$ cat config.mk
export PLATFORM = sky130hd
export DESIGN_NAME = cmd_access_dec
export DESIGN_NICKNAME = d
export VERILOG_FILES = /design/src/rtl/cad_pkg.sv /design/src/rtl/cad_ptr_ctl.sv /design/src/rtl/cad_regs.sv /design/src/rtl/cad_rd_path.sv /design/src/rtl/cmd_access_dec.sv
export SDC_FILE = /design/constraint.sdc
export NUM_CORES = 1
export LEC_CHECK = 0
export BUFFER_PORTS_ARGS = -buffer_cell sky130_fd_sc_hd__buf_2
export CAP_MARGIN = 20
export CORE_MARGIN = 4
export CORE_UTILIZATION = 49
export CTS_CLUSTER_SIZE = 10
export DETAILED_ROUTE_END_ITERATION = 8
export PLACE_DENSITY = 0.78
export SETUP_SLACK_MARGIN = 0.4
export SLEW_MARGIN = 20
export SYNTH_ARGS = -nofsm -noshare
export SYNTH_HDL_FRONTEND = slang
export SYNTH_HIERARCHICAL = 1
export SYNTH_SLANG_ARGS = --single-unit
$ cat constraint.sdc
create_clock -name clk -period 1.75 [get_ports clk]
set_clock_uncertainty 0.15 [all_clocks]
set_input_delay 0.175 -clock clk [delete_from_list [all_inputs] [get_ports clk]]
set_output_delay 0.175 -clock clk [all_outputs]
set_load 0.02 [all_outputs]
$ cat src/rtl/cad_pkg.sv
package cad_pkg;
  localparam int BYTE_W   = 8;
  localparam int ADDR_W   = 4;
  localparam int CMD_BIT  = 7;
  localparam int CLR_BIT  = 6;
  localparam int WORD_BIT = 5;
  localparam int NUM_THR  = 4;
  localparam int NUM_CH   = 2;

  typedef logic [ADDR_W-1:0] addr_t;

  localparam addr_t A_PWR    = 4'h0;
  localparam addr_t A_TIMING = 4'h1;
  localparam addr_t A_THR0   = 4'h2;
  localparam addr_t A_INTR   = 4'h6;
  localparam addr_t A_ID     = 4'hA;
  localparam addr_t A_CH0    = 4'hC;
endpackage

$ cat src/rtl/cad_ptr_ctl.sv
module cad_ptr_ctl
  import cad_pkg::*;
(
  input  logic              clk,
  input  logic              rst,
  input  logic              txn_start,
  input  logic              rx_valid,
  input  logic [BYTE_W-1:0] rx_data,
  input  logic              rd_req,
  output addr_t             ptr,
  output logic              wr_en,
  output logic              expect_cmd,
  output logic              int_clr
);
  logic word_q, stepped_q;

  assign wr_en = rx_valid && !expect_cmd && !txn_start;

  always_ff @(posedge clk) begin
    if (rst) begin
      ptr        <= '0;
      word_q     <= 1'b0;
      stepped_q  <= 1'b0;
      expect_cmd <= 1'b0;
      int_clr    <= 1'b0;
    end else begin
      int_clr <= 1'b0;
      if (txn_start) begin
        expect_cmd <= 1'b1;
      end else if (rx_valid && expect_cmd) begin
        expect_cmd <= 1'b0;
        if (rx_data[CMD_BIT]) begin
          ptr       <= rx_data[ADDR_W-1:0];
          word_q    <= rx_data[WORD_BIT];
          stepped_q <= 1'b0;
          int_clr   <= rx_data[CLR_BIT];
        end
      end else if ((rx_valid || rd_req) && word_q && !stepped_q) begin
        ptr       <= ptr + addr_t'(1);
        stepped_q <= 1'b1;
      end
    end
  end
endmodule

$ cat src/rtl/cad_regs.sv
module cad_regs
  import cad_pkg::*;
(
  input  logic              clk,
  input  logic              rst,
  input  logic              wr_en,
  input  addr_t             wr_addr,
  input  logic [BYTE_W-1:0] wr_data,
  output logic [1:0]        pwr_ctrl,
  output logic [BYTE_W-1:0] timing_q,
  output logic [BYTE_W-1:0] thr_b [NUM_THR],
  output logic [BYTE_W-1:0] intr_ctrl
);
  always_ff @(posedge clk) begin
    if (rst) begin
      pwr_ctrl  <= '0;
      timing_q  <= '0;
      intr_ctrl <= '0;
    end else if (wr_en) begin
      if (wr_addr == A_PWR)    pwr_ctrl  <= wr_data[1:0];
      if (wr_addr == A_TIMING) timing_q  <= wr_data;
      if (wr_addr == A_INTR)   intr_ctrl <= wr_data;
    end
  end

  for (genvar i = 0; i < NUM_THR; i++) begin : g_thr
    localparam addr_t SLOT = A_THR0 + addr_t'(i);
    always_ff @(posedge clk) begin
      if (rst)                             thr_b[i] <= '0;
      else if (wr_en && wr_addr == SLOT)   thr_b[i] <= wr_data;
    end
  end
endmodule

$ cat src/rtl/cad_rd_path.sv
module cad_rd_path
  import cad_pkg::*;
#(
  parameter logic [BYTE_W-1:0] ID_VALUE = 8'h5C
) (
  input  logic                clk,
  input  logic                rst,
  input  logic                rd_en,
  input  addr_t               rd_addr,
  input  logic [1:0]          pwr_ctrl,
  input  logic [BYTE_W-1:0]   timing_q,
  input  logic [BYTE_W-1:0]   thr_b [NUM_THR],
  input  logic [BYTE_W-1:0]   intr_ctrl,
  input  logic [2*BYTE_W-1:0] ch_data [NUM_CH],
  output logic                rd_valid,
  output logic [BYTE_W-1:0]   rd_data
);
  logic [BYTE_W-1:0] shadow [NUM_CH];
  logic [BYTE_W-1:0] mux;

  for (genvar k = 0; k < NUM_CH; k++) begin : g_sh
    localparam addr_t LO = A_CH0 + addr_t'(2*k);
    always_ff @(posedge clk) begin
      if (rst)                          shadow[k] <= '0;
      else if (rd_en && rd_addr == LO)  shadow[k] <= ch_data[k][2*BYTE_W-1:BYTE_W];
    end
  end

  always_comb begin
    mux = '0;
    if (rd_addr == A_PWR)    mux = {{(BYTE_W-2){1'b0}}, pwr_ctrl};
    if (rd_addr == A_TIMING) mux = timing_q;
    if (rd_addr == A_INTR)   mux = intr_ctrl;
    if (rd_addr == A_ID)     mux = ID_VALUE;
    for (int i = 0; i < NUM_THR; i++)
      if (rd_addr == A_THR0 + addr_t'(i)) mux = thr_b[i];
    for (int k = 0; k < NUM_CH; k++) begin
      if (rd_addr == A_CH0 + addr_t'(2*k))     mux = ch_data[k][BYTE_W-1:0];
      if (rd_addr == A_CH0 + addr_t'(2*k + 1)) mux = shadow[k];
    end
  end

  always_ff @(posedge clk) begin
    if (rst) begin
      rd_valid <= 1'b0;
      rd_data  <= '0;
    end else begin
      rd_valid <= rd_en;
      if (rd_en) rd_data <= mux;
    end
  end
endmodule

$ cat src/rtl/cmd_access_dec.sv
module cmd_access_dec
  import cad_pkg::*;
#(
  parameter logic [7:0] ID_VALUE = 8'h5C
) (
  input  logic        clk,
  input  logic        rst,
  input  logic        txn_start,
  input  logic        rx_valid,
  input  logic [7:0]  rx_data,
  input  logic        rd_req,
  output logic        rd_valid,
  output logic [7:0]  rd_data,
  input  logic [15:0] ch0_data,
  input  logic [15:0] ch1_data,
  output logic [1:0]  pwr_ctrl,
  output logic [7:0]  timing_q,
  output logic [15:0] thr_lo,
  output logic [15:0] thr_hi,
  output logic [7:0]  intr_ctrl,
  output logic        int_clr
);
  addr_t             ptr;
  logic              wr_en, expect_cmd;
  logic [BYTE_W-1:0] thr_b [NUM_THR];
  logic [2*BYTE_W-1:0] ch_data [NUM_CH];

  assign ch_data[0] = ch0_data;
  assign ch_data[1] = ch1_data;
  assign thr_lo = {thr_b[1], thr_b[0]};
  assign thr_hi = {thr_b[3], thr_b[2]};

  cad_ptr_ctl u_ptr (
    .clk(clk), .rst(rst), .txn_start(txn_start), .rx_valid(rx_valid),
    .rx_data(rx_data), .rd_req(rd_req), .ptr(ptr), .wr_en(wr_en),
    .expect_cmd(expect_cmd), .int_clr(int_clr)
  );

  cad_regs u_regs (
    .clk(clk), .rst(rst), .wr_en(wr_en), .wr_addr(ptr), .wr_data(rx_data),
    .pwr_ctrl(pwr_ctrl), .timing_q(timing_q), .thr_b(thr_b),
    .intr_ctrl(intr_ctrl)
  );

  cad_rd_path #(.ID_VALUE(ID_VALUE)) u_rd (
    .clk(clk), .rst(rst), .rd_en(rd_req), .rd_addr(ptr),
    .pwr_ctrl(pwr_ctrl), .timing_q(timing_q), .thr_b(thr_b),
    .intr_ctrl(intr_ctrl), .ch_data(ch_data), .rd_valid(rd_valid),
    .rd_data(rd_data)
  );
endmodule

==> results of run 1 <==
[power groups by stage]
| stage | combinational (uW) | sequential (uW) | clock [uW] |
|---|---|---|---|
| 6_report | 482 | 1990 | 1550 |
| 5_1_grt | 499 | 1990 | 1670 |
| 4_1_cts | 400 | 1980 | 1570 |
| 3_5_place_dp | 327 | 2030 | 0 |
| 3_3_place_gp | 325 | 2030 | 0 |
| 2_1_floorplan | 187 | 2040 | 0 |
[layout by cell type (no fill, tap or decap), types with 5 or more instances in the layout]
cell | synthesis | routed
a21oi_1 | 23 | 19
a22o_1 | 5 | 5
and2_4 | 1 | 17
buf_2 | 10 | 105
buf_4 | 2 | 36
buf_6 | 3 | 23
clkbuf_8 | 0 | 9
dfxtp_1 | 67 | 61
dlygate4sd3_1 | 0 | 20
edfxtp_1 | 16 | 16
inv_1 | 11 | 10
mux2i_1 | 58 | 55
nand2_1 | 23 | 19
nand2b_1 | 61 | 59
nor2_1 | 18 | 15
nor2b_4 | 1 | 5
nor3_1 | 8 | 5
o21ai_0 | 16 | 10
o21ai_1 | 6 | 7
o21ai_2 | 0 | 5
o22ai_1 | 11 | 10
[kinds of logic (layout without fill, tap and decap cells)]
group | after synthesis | after routing
AO/OA/AOI/OAI | 98 | 98
adder cells (fa/ha/maj) | 1 | 1
buffers and inverters | 36 | 220
flip-flops | 83 | 83
multiplexers | 61 | 61
AND/OR/NAND/NOR | 164 | 164
[worst max-delay path, cell delays in order, from the launching register on]
cell and delay (ns):
dfxtp_4 0.40, buf_4 0.14, buf_4 0.11, nand2b_1 0.08, buf_4 0.17, a21oi_1 0.22, a21oi_1 0.10, o211a_1 0.16
a2111oi_2 0.28
[flip-flops by register name, indices dropped and copies added, names as in the netlist, 2 cells and up]
signal and flops:
u_regs/pwr_ctrl 2, u_ptr/ptr 4, u_rd/shadow 16, u_regs/intr_ctrl 8, u_regs/timing_q 8, u_rd/rd_data 8, u_regs/thr_b 32
[path summary, 6_finish.rpt]
| check | slack [ns] | to | start | depth (start not counted) |
|---|---|---|---|---|
| min | 0.06 | u_ptr/ptr[0] | rx_data[0] | 3 |
| max | -0.19 | u_rd/rd_data[6] | u_ptr/ptr[2] | 8 |
| max reg2reg | -0.19 | u_rd/rd_data[6] | u_ptr/ptr[2] | 8 |
| min reg2reg | 0.35 | u_regs/thr_b[1] | u_regs/thr_b[1] | 2 |
[repair_timing]
| action | CTS | global route |
|---|---|---|
| hold buffers | 20 | 0 |
| hold endpoints to repair | 20 | 0 |
| gates cloned | 0 | 2 |
| pin swaps | 26 | 29 |
| setup endpoints to repair | 94 | 95 |
| resized for setup | 46 | 68 |
| setup buffers | 24 | 13 |
[cells in the mapped netlist, drive strengths merged, types with 2 or more instances]
cell    count
a21boi      2
a21o        4
a21oi      23
a221oi      3
a22o        5
a22oi       4
a311oi      2
a31o        2
a32o        2
and2       19
and2b       2
and3        3
buf        16
clkbuf      6
dfxtp      67
edfxtp     16
inv        14
mux2        3
mux2i      58
nand2      29
nand2b     61
nand3       3
nand3b      4
nor2       19
nor2b       9
nor3        8
nor4        3
o211a       2
o211ai      2
o21ai      22
o221ai      2
o22ai      12
[routing by layer]
| metal | global-route usage | share of wire | vias to the layer above |
|---|---|---|---|
| met3 | 0.0498 | 0.13 | 122 |
| met5 | 0 | 0 | - |
| li1 | - | - | 1960 |
| met4 | 0.120 | 0.064 | 0 |
| met2 | 0.457 | 0.44 | 448 |
| met1 | 0.387 | 0.37 | 2198 |
[area by class of cell]
cell class | instances | area share
flip-flops and latches | 83 | 0.292
clock inverters | 2 | 0.00954
well taps | 105 | 0.0209
multi-input cells | 324 | 0.421
clock buffers | 13 | 0.0254
inverters | 14 | 0.00954
repair buffers | 191 | 0.221
[metrics by stage]
stage	util	hold WS [ns]	setup TNS, ns	cell area [um^2]
2_1_floorplan	-	0.142	0	4400
3_5_place_dp	0.614	0.288	0	5140
5_1_grt	0.751	0.0455	-0.267	6290
3_3_place_gp	0.614	0.278	0	5140
4_1_cts	0.707	0.00452	0	5920
6_report	0.751	0.0644	-0.215	6290
==> summary.md, run 1 <==
| Metric | Value |
|---|---|
| Area grow syn2layout | 45.7% |
| Logic pwr share | 0.120 |
| Final setup margin | -0.190 ns |
| Antenna Cells | 0 |
| Post-synthesis sequential area ratio | 0.422 |
| Total Routing Usage GR | 0.287 |
| Routed via count | 4728 |
| Multi-input logic area | about 2700 um^2 |
| Core Region | between 8000 and 9000 um^2 |
| Clock Tree Buf Depth | 2 |
| Endpoint type of the worst setup path | register |
| Synth Area in XOR/XNOR | 0 |
| IO Port Bufs | 104 |
| Max rail drop VDD | 468 uV |
| Dominant synthesized flop cell | dfxtp_1 |
| Failing checks | setup timing |
| CTS tree | built |
| RePlAce Congestion | 0.951 |
| Initial Util | 0.515 |
| H-tree Lvls | 3 |
| Critical Path Fanout Max | 5 |
| Detailed Route WL | 17100 um |
| EDFF count, synth | 16 |
| Worst-path clk slew | 0.09 ns |
| Worst path arrival time | 2.02 ns |
| Period minus WS final | 1.94 ns |
| Vias in the first global route | 4273 |
| Syn. warnings | 6 |
| Hold Fails Final Rpt | 0 |
| Dpl hpwl | 9760 um |
| Share of post-route cells with drive strength above 1 | 0.442 |
| Initial antenna violation count | 0 |
| Compound-Gate Fraction of Synth Area | 0.158 |
| Filler Cells Inserted | between 500 and 600 |
| Headroom to the max-slew limit | 0.682 |
| Synth Area in Simple Gates | 0.234 |
| Synth Instances | 443 |
| RSZ-0062 raised after global routing | true |
| Cell row count | 33 |
| Pint | ~3100 uW |
| Clk pwr share | 0.387 |
| TritonRoute pass-1 iters | 6 |
| Antenna Nets Post-Route | 0 |
| Tcrit/Tclk final | 1.11 |
| Post-Layout Cell Count | ~730 |
| Synth top area share | 0.310 |
| HP Class | in2reg |
| Syn avg cell area | 9.75 um^2 |
| Largest area contributor in the netlist | dfxtp_1 |
| Mux cell area share after synthesis | 0.142 |
| Leakage power | slightly below 0.003 uW |
| Synthesized area | 4320 um^2 |
| Final Max Slew Viols | 0 |
| Crit Path Category | reg2reg |
| Status | finished with violations |
| Pre-CTS setup slack | 0.0424 ns |
| Total power | 4020 uW |
| Switch Pwr | around 950 uW |
| Vias per inst | 6.46 |
| Critical Path RT | between 1.5 and 2 ns |
| Final setup viols | 3 |
| CTS Root Cell | clkbuf_8 |
| Post-Synth Adder-Cell Area | 0.00290 |
| Largest family of logic cells by synthesized area | simple AND/OR/NAND/NOR gates |
| Worst-skew pair later-pin latency | between 0.3 and 0.4 ns |
| Ranking of synthesized cells by area | dfxtp_1 (31%), mux2i_1 (13%), edfxtp_1 (11%) |
| Die area | 10400 um^2 |
| DR DRC count | 0 |
| Total power divided by cell area | 639 nW/um^2 |
| Die span in y | 102 um |
| Largest net degree at the start of global routing | 74 |
| First-pass GRT wire length | 22900 um |
| Register Area | between 1500 and 2000 um^2 |
| Switching Share | 0.235 |
| Num CTS Buffers | 9 |
| Initial drt markers | 760 |
| Final layout net count | 669 |
| Max-Cap Viols | 0 |
| Grt total ovfl | 0 |
| Slew @ Worst Pin | approximately 0.48 ns |
| Fmax | 515 MHz |
| # clock sinks | between 80 and 90 |
| #FFs+latches synth | 83 |
| Placed Cells | 658 |
| Num ports | 105 |
| Sequential share of power | 0.494 |
| Cell variety after synth | 69 |
| Die X | 102 um |
| Asr flop ratio synth | 0 |
| Wirelength per Cell | 23.3 um |
| Syn_nets | about 500 |
| Crit start category | register |
Power figures use the tool's default switching activity.
==> run 2: changes to the inputs <==
Settings changed: CORE_ASPECT_RATIO from default to 1.5.
==> run 2 against run 1 <==
Compared with the run above: the run now ends clean; critical path type unchanged; maximum frequency up 11%; critical endpoint is now u_rd/rd_data[7]; worst setup slack improved by 0.20 ns; clock power increased by 22%.
==> summary.md, run 2 (same netlist as run 1, synthesis figures left out) <==
| Metric | Value |
|---|---|
| Clock Tree Buf Depth | 2 |
| Detailed Route WL | 15200 um |
| Num ports | 105 |
| Crit Path Category | reg2reg |
| RePlAce Congestion | just over 0.9 |
| Dpl hpwl | 9470 um |
| Wirelength per Cell | 21.0 um |
| Initial Util | 0.507 |
| CTS tree | built |
| Final setup margin | 0.00909 ns |
| Leakage power | 0.00287 uW |
| DR DRC count | 0 |
| Total Routing Usage GR | 0.270 |
| Antenna Nets Post-Route | 0 |
| Die X | 84.7 um |
| Final setup viols | 0 |
| Period minus WS final | between 1.5 and 2 ns |
| Headroom to the max-slew limit | 0.722 |
| Crit start category | register |
| Worst path arrival time | about 1.8 ns |
| Max rail drop VDD | 627 uV |
| Pre-CTS setup slack | 0.0593 ns |
| Cell row count | 41 |
| Critical Path RT | 1.80 ns |
| Fmax | ~570 MHz |
| Slew @ Worst Pin | 0.415 ns |
| Share of post-route cells with drive strength above 1 | 0.407 |
| Initial antenna violation count | 0 |
| Largest net degree at the start of global routing | 74 |
| Commonest cells after routing, fill and taps aside | buf_2 (104), dfxtp_1 (62), nand2b_1 (59) |
| Hold Fails Final Rpt | 0 |
| Commonest non-fill, non-tap cell in the layout | buf_2 |
| Worst-path clk slew | approximately 0.060 ns |
| Die area | about 10000 um^2 |
| Largest regs | u_regs/thr_b: 32 flops, u_rd/shadow: 16 flops |
| RSZ-0062 raised after global routing | true |
| Vias in the first global route | approximately 4300 |
| Antenna Cells | 0 |
| Max-Cap Viols | 0 |
| Num CTS Buffers | 9 |
| Final Max Slew Viols | 0 |
| TritonRoute pass-1 iters | 6 |
| Die span in y | 123 um |
| Slowest cell on the critical path | dfxtp_4 |
| Area grow syn2layout | 43.8% |
| IO Port Bufs | 104 |
| Vias per inst | around 6 |
| Initial drt markers | between 300 and 400 |
| Buf+Inv Stages, Crit Path | 2 |
| Biggest register | u_regs/thr_b |
| Max stage delay on crit path | between 0.3 and 0.4 ns |
| Critical Path Fanout Max | 6 |
| HP Class | in2reg |
| Core Region | 8520 um^2 |
| Tcrit/Tclk final | 0.995 |
| Setup TNS | 0 ns |
| First-pass GRT wire length | roughly 22000 um |
| H-tree Lvls | 3 |
| CTS Root Cell | clkbuf_16 |
| Routed via count | 4365 |
| Critical path's top delay family | compound AO/OA/AOI/OAI gates |
| Status | finished, final reports clean |
| # clock sinks | 83 |
| Total power divided by cell area | just under 700 nW/um^2 |
| Endpoint type of the worst setup path | register |
| Worst-skew pair later-pin latency | 0.34 ns |
| Final layout net count | 660 |
| Largest register FFs | 32 |
| Cells along the critical path | buf_6, buf_6, nand3b_1, o21ai_0, a22o_1, a21oi_1, o21ai_0 |
| Filler Cells Inserted | approximately 590 |
| Grt total ovfl | 0 |
## run 2: changes by cell type in the layout (fill, tap and decap cells not counted), moves of 5 or more
cell,before,now
and2_4,17,4
and2_1,1,15
clkbuf_16,2,10
buf_6,23,15
clkbuf_8,9,2
o21ai_0,10,15
## run 2: final timing paths
kind                   start              end  cells past startpoint  slack, ns
max             u_ptr/ptr[2]  u_rd/rd_data[7]                      7      0.009
min               rx_data[0]     u_ptr/ptr[0]                      3       0.06
max reg2reg     u_ptr/ptr[2]  u_rd/rd_data[7]                      7      0.009
min reg2reg  u_rd/rd_data[5]  u_rd/rd_data[5]                      2       0.31
## run 2: routing by layer
metal	vias up	part of all wire	GRT usage	routed length, um
li1	1935	-	-	-
met1	2029	0.36	0.303	5550
met2	314	0.50	0.477	7670
met3	87	0.073	0.0487	1120
met4	0	0.059	0.156	896
met5	-	0	0	0
## run 2: area by class of cell
cell class / instances / area, um^2 / area share
flip-flops and latches: 83 / 1840 / 0.296
inverters: 14 / 58.8 / 0.00947
multi-input cells: 324 / 2600 / 0.419
clock inverters: 3 / 17.5 / 0.00282
well taps: 107 / 134 / 0.0216
clock buffers: 13 / 282 / 0.0453
repair buffers: 182 / 1280 / 0.206
## run 2: per-stage QoR
stage	hold WS, ns	cell area [um^2]	std cells	total power, uW	util
floorplan	0.142	4400	443	2220	-
global placement	0.283	5080	652	2340	0.597
detailed placement	0.284	5080	652	2350	0.597
CTS	0.0333	5970	712	4280	0.701
global route	0.0735	6210	726	4450	0.730
finish	0.0556	6210	726	4310	0.730
## run 2: what timing repair did
| action | CTS | global route |
|---|---|---|
| hold endpoints to repair | 20 | 0 |
| buffers inserted | 24 | 14 |
| setup endpoints to repair | 94 | 94 |
| resized for setup | 42 | 33 |
| hold buffers | 20 | 0 |
| pin swaps | 18 | 17 |
## run 2: power by group
part           total [uW]  internal (uW)  switching [uW]
Clock                1890           1130             761
Sequential           1990           1970            22.0
Combinational         437            210             227
Total                4310           3300            1010
## run 2: worst min-delay path: stages
cell      delay [ns]
buf_2           0.12
o22ai_2         0.10
a221oi_2        0.10
==> run 3: changes to the inputs <==
Settings changed: HOLD_SLACK_MARGIN from default to 0.06, SKIP_CTS_REPAIR_TIMING from default to 1.
==> run 3 against run 2 <==
Compared with the run above: the flow now finishes with violations (setup timing); maximum frequency fell by 4.9%; critical endpoint is now u_rd/rd_data[6]; worst setup slack got worse by 0.089 ns; clock power about the same; critical path type unchanged; largest power group unchanged; wire length shrank 0.54%.
==> summary.md, run 3 (same netlist as run 1, synthesis figures left out) <==
| Metric | Value |
|---|---|
| Status | finished with violations |
| Failing checks | setup timing |
| Final setup margin | -0.0798 ns |
| H-tree Lvls | 3 |
| Busiest grt layer | met2 |
| Initial drt markers | 500 |
| Antenna Cells | 0 |
| Final setup viols | 2 |
| Biggest register | u_regs/thr_b |
| Setup TNS | -0.136 ns |
| Vias in the first global route | 3846 |
| Die X | roughly 85 um |
| Endpoint type of the worst setup path | register |
| CTS Root Cell | clkbuf_16 |
| Multi-input logic area | 2600 um^2 |
| Critical Path RT | 1.83 ns |
| Total power | 4320 uW |
| Crit start category | register |
| Worst-skew pair later-pin latency | around 0.34 ns |
| Wirelength per Cell | 20.9 um |
| Critical Path Fanout Max | 8 |
| Period minus WS final | ~1.8 ns |
| Num ports | 105 |
| Commonest non-fill, non-tap cell in the layout | buf_2 |
| Placed Cells | ~650 |
| Logic pwr share | 0.102 |
| Fmax | around 550 MHz |
| Detailed Route WL | 15200 um |
| Pint | 3300 uW |
| Max-Cap Viols | 0 |
| Slowest cell on the critical path | dfxtp_4 |
| CTS tree | built |
| TritonRoute pass-1 iters | 5 |
| Max stage delay on crit path | roughly 0.39 ns |
| Hold Fails Final Rpt | 0 |
| DR DRC count | 0 |
| Clock Tree Buf Depth | 2 |
| Commonest cells after routing, fill and taps aside | buf_2 (104), dfxtp_1 (62), nand2b_1 (59) |
| Headroom to the max-slew limit | 0.758 |
| Clk pwr share | 0.438 |
| Global Route met1 Usage | 0.283 |
| Register Area | 1840 um^2 |
| Largest net degree at the start of global routing | 74 |
| Cell row count | 41 |
| Grt total ovfl | 0 |
| # clock sinks | 83 |
| Met3 global-route usage | 0.0487 |
| Sequential share of power | 0.460 |
| Routed via count | 4332 |
| Tcrit/Tclk final | 1.05 |
| Dpl hpwl | 9470 um |
| Total Routing Usage GR | 0.244 |
| Vias per inst | roughly 6.0 |
| Slew @ Worst Pin | 0.361 ns |
| Worst-path clk slew | 0.07 ns |
| Switching Share | 0.236 |
| Leakage power | roughly 0.0029 uW |
| Largest register FFs | 32 |
| Final Max Slew Viols | 0 |
| Switch Pwr | 1020 uW |
| Worst path arrival time | 1.91 ns |
| Num CTS Buffers | 9 |
| Antenna Nets Post-Route | 0 |
| Cells along the critical path | buf_4, nor4b_4, a22oi_1, o211a_1, a2111oi_2 |
| Max rail drop VDD | 621 uV |
| Area grow syn2layout | 44.1% |
| Total power divided by cell area | around 690 nW/um^2 |
| Filler Cells Inserted | 581 |
| Die span in y | 123 um |
| Share of post-route cells with drive strength above 1 | 0.403 |
| RePlAce Congestion | approximately 0.92 |
| Post-Layout Cell Count | 725 |
| IO Port Bufs | roughly 100 |
| Met2 Use GR | 0.434 |
| Initial antenna violation count | 0 |
| Largest regs | u_regs/thr_b: 32 flops, u_rd/shadow: 16 flops |
| Crit Path Category | reg2reg |
| RSZ-0062 raised after global routing | true |
| HP Class | in2reg |
| Initial Util | 0.507 |
| First-pass GRT wire length | 20000 um |
| Final layout net count | 659 |
| Die area | roughly 10000 um^2 |
| Core Region | 8520 um^2 |
run 3: cell count changes in the layout (fill, tap and decap cells not counted), moves of 2 or more:
| cell | delta |
|---|---|
| a21oi_2 | +3 |
| a21oi_1 | -3 |
| and2_1 | +2 |
| nand2_4 | +2 |
| o21ai_2 | -2 |
| and2_4 | -2 |
| o21ai_1 | +3 |
run 3: per-layer routing:
layer  wire (um)  up-vias
met2        7890      270
met3        1140       61
met5           0        -
li1            -     1936
met4         663        0
met1        5460     2065
run 3: final cells by class:
cell class / instances / share of cell area
Multi-Input combinational cell: 324 / 0.418
Tap cell: 107 / 0.0215
Sequential cell: 83 / 0.296
Timing Repair Buffer: 181 / 0.207
Inverter: 14 / 0.00945
Clock buffer: 13 / 0.0452
Clock inverter: 3 / 0.00281
run 3: worst max-delay path: cells and delay by family (launching register included):
family	cells	cell delay, ns
AO/OA/AOI/OAI	3	0.65
buffers and inverters	1	0.16
AND/OR/NAND/NOR	1	0.36
flip-flops	1	0.39
run 3: power by group through the flow:
stage | Clock (uW) | Combinational (uW) | Sequential (uW)
global placement | 0 | 312 | 2030
global route | 1990 | 465 | 1990
detailed placement | 0 | 317 | 2030
floorplan | 0 | 187 | 2040
finish | 1890 | 442 | 1990
CTS | 1900 | 319 | 1990
run 3: through the flow:
step	hold slack [ns]	instance area [um^2]	setup slack (ns)	util
after floorplan	0.142	4400	0.131	-
after global placement	0.283	5080	0.0953	0.597
after detailed placement	0.284	5080	0.0593	0.597
after CTS	-0.0687	5380	0.0399	0.632
after global routing	0.0703	6220	-0.109	0.731
final	0.0623	6220	-0.0798	0.731
run 3: worst paths after layout:
check	start	endpoint	slack [ns]	cells past startpoint
setup reg to reg	u_ptr/ptr[3]	u_rd/rd_data[6]	-0.08	5
hold / removal	rx_data[0]	u_ptr/ptr[0]	0.06	3
setup / recovery	u_ptr/ptr[3]	u_rd/rd_data[6]	-0.08	5
hold reg to reg	u_rd/rd_data[5]	u_rd/rd_data[5]	0.31	2
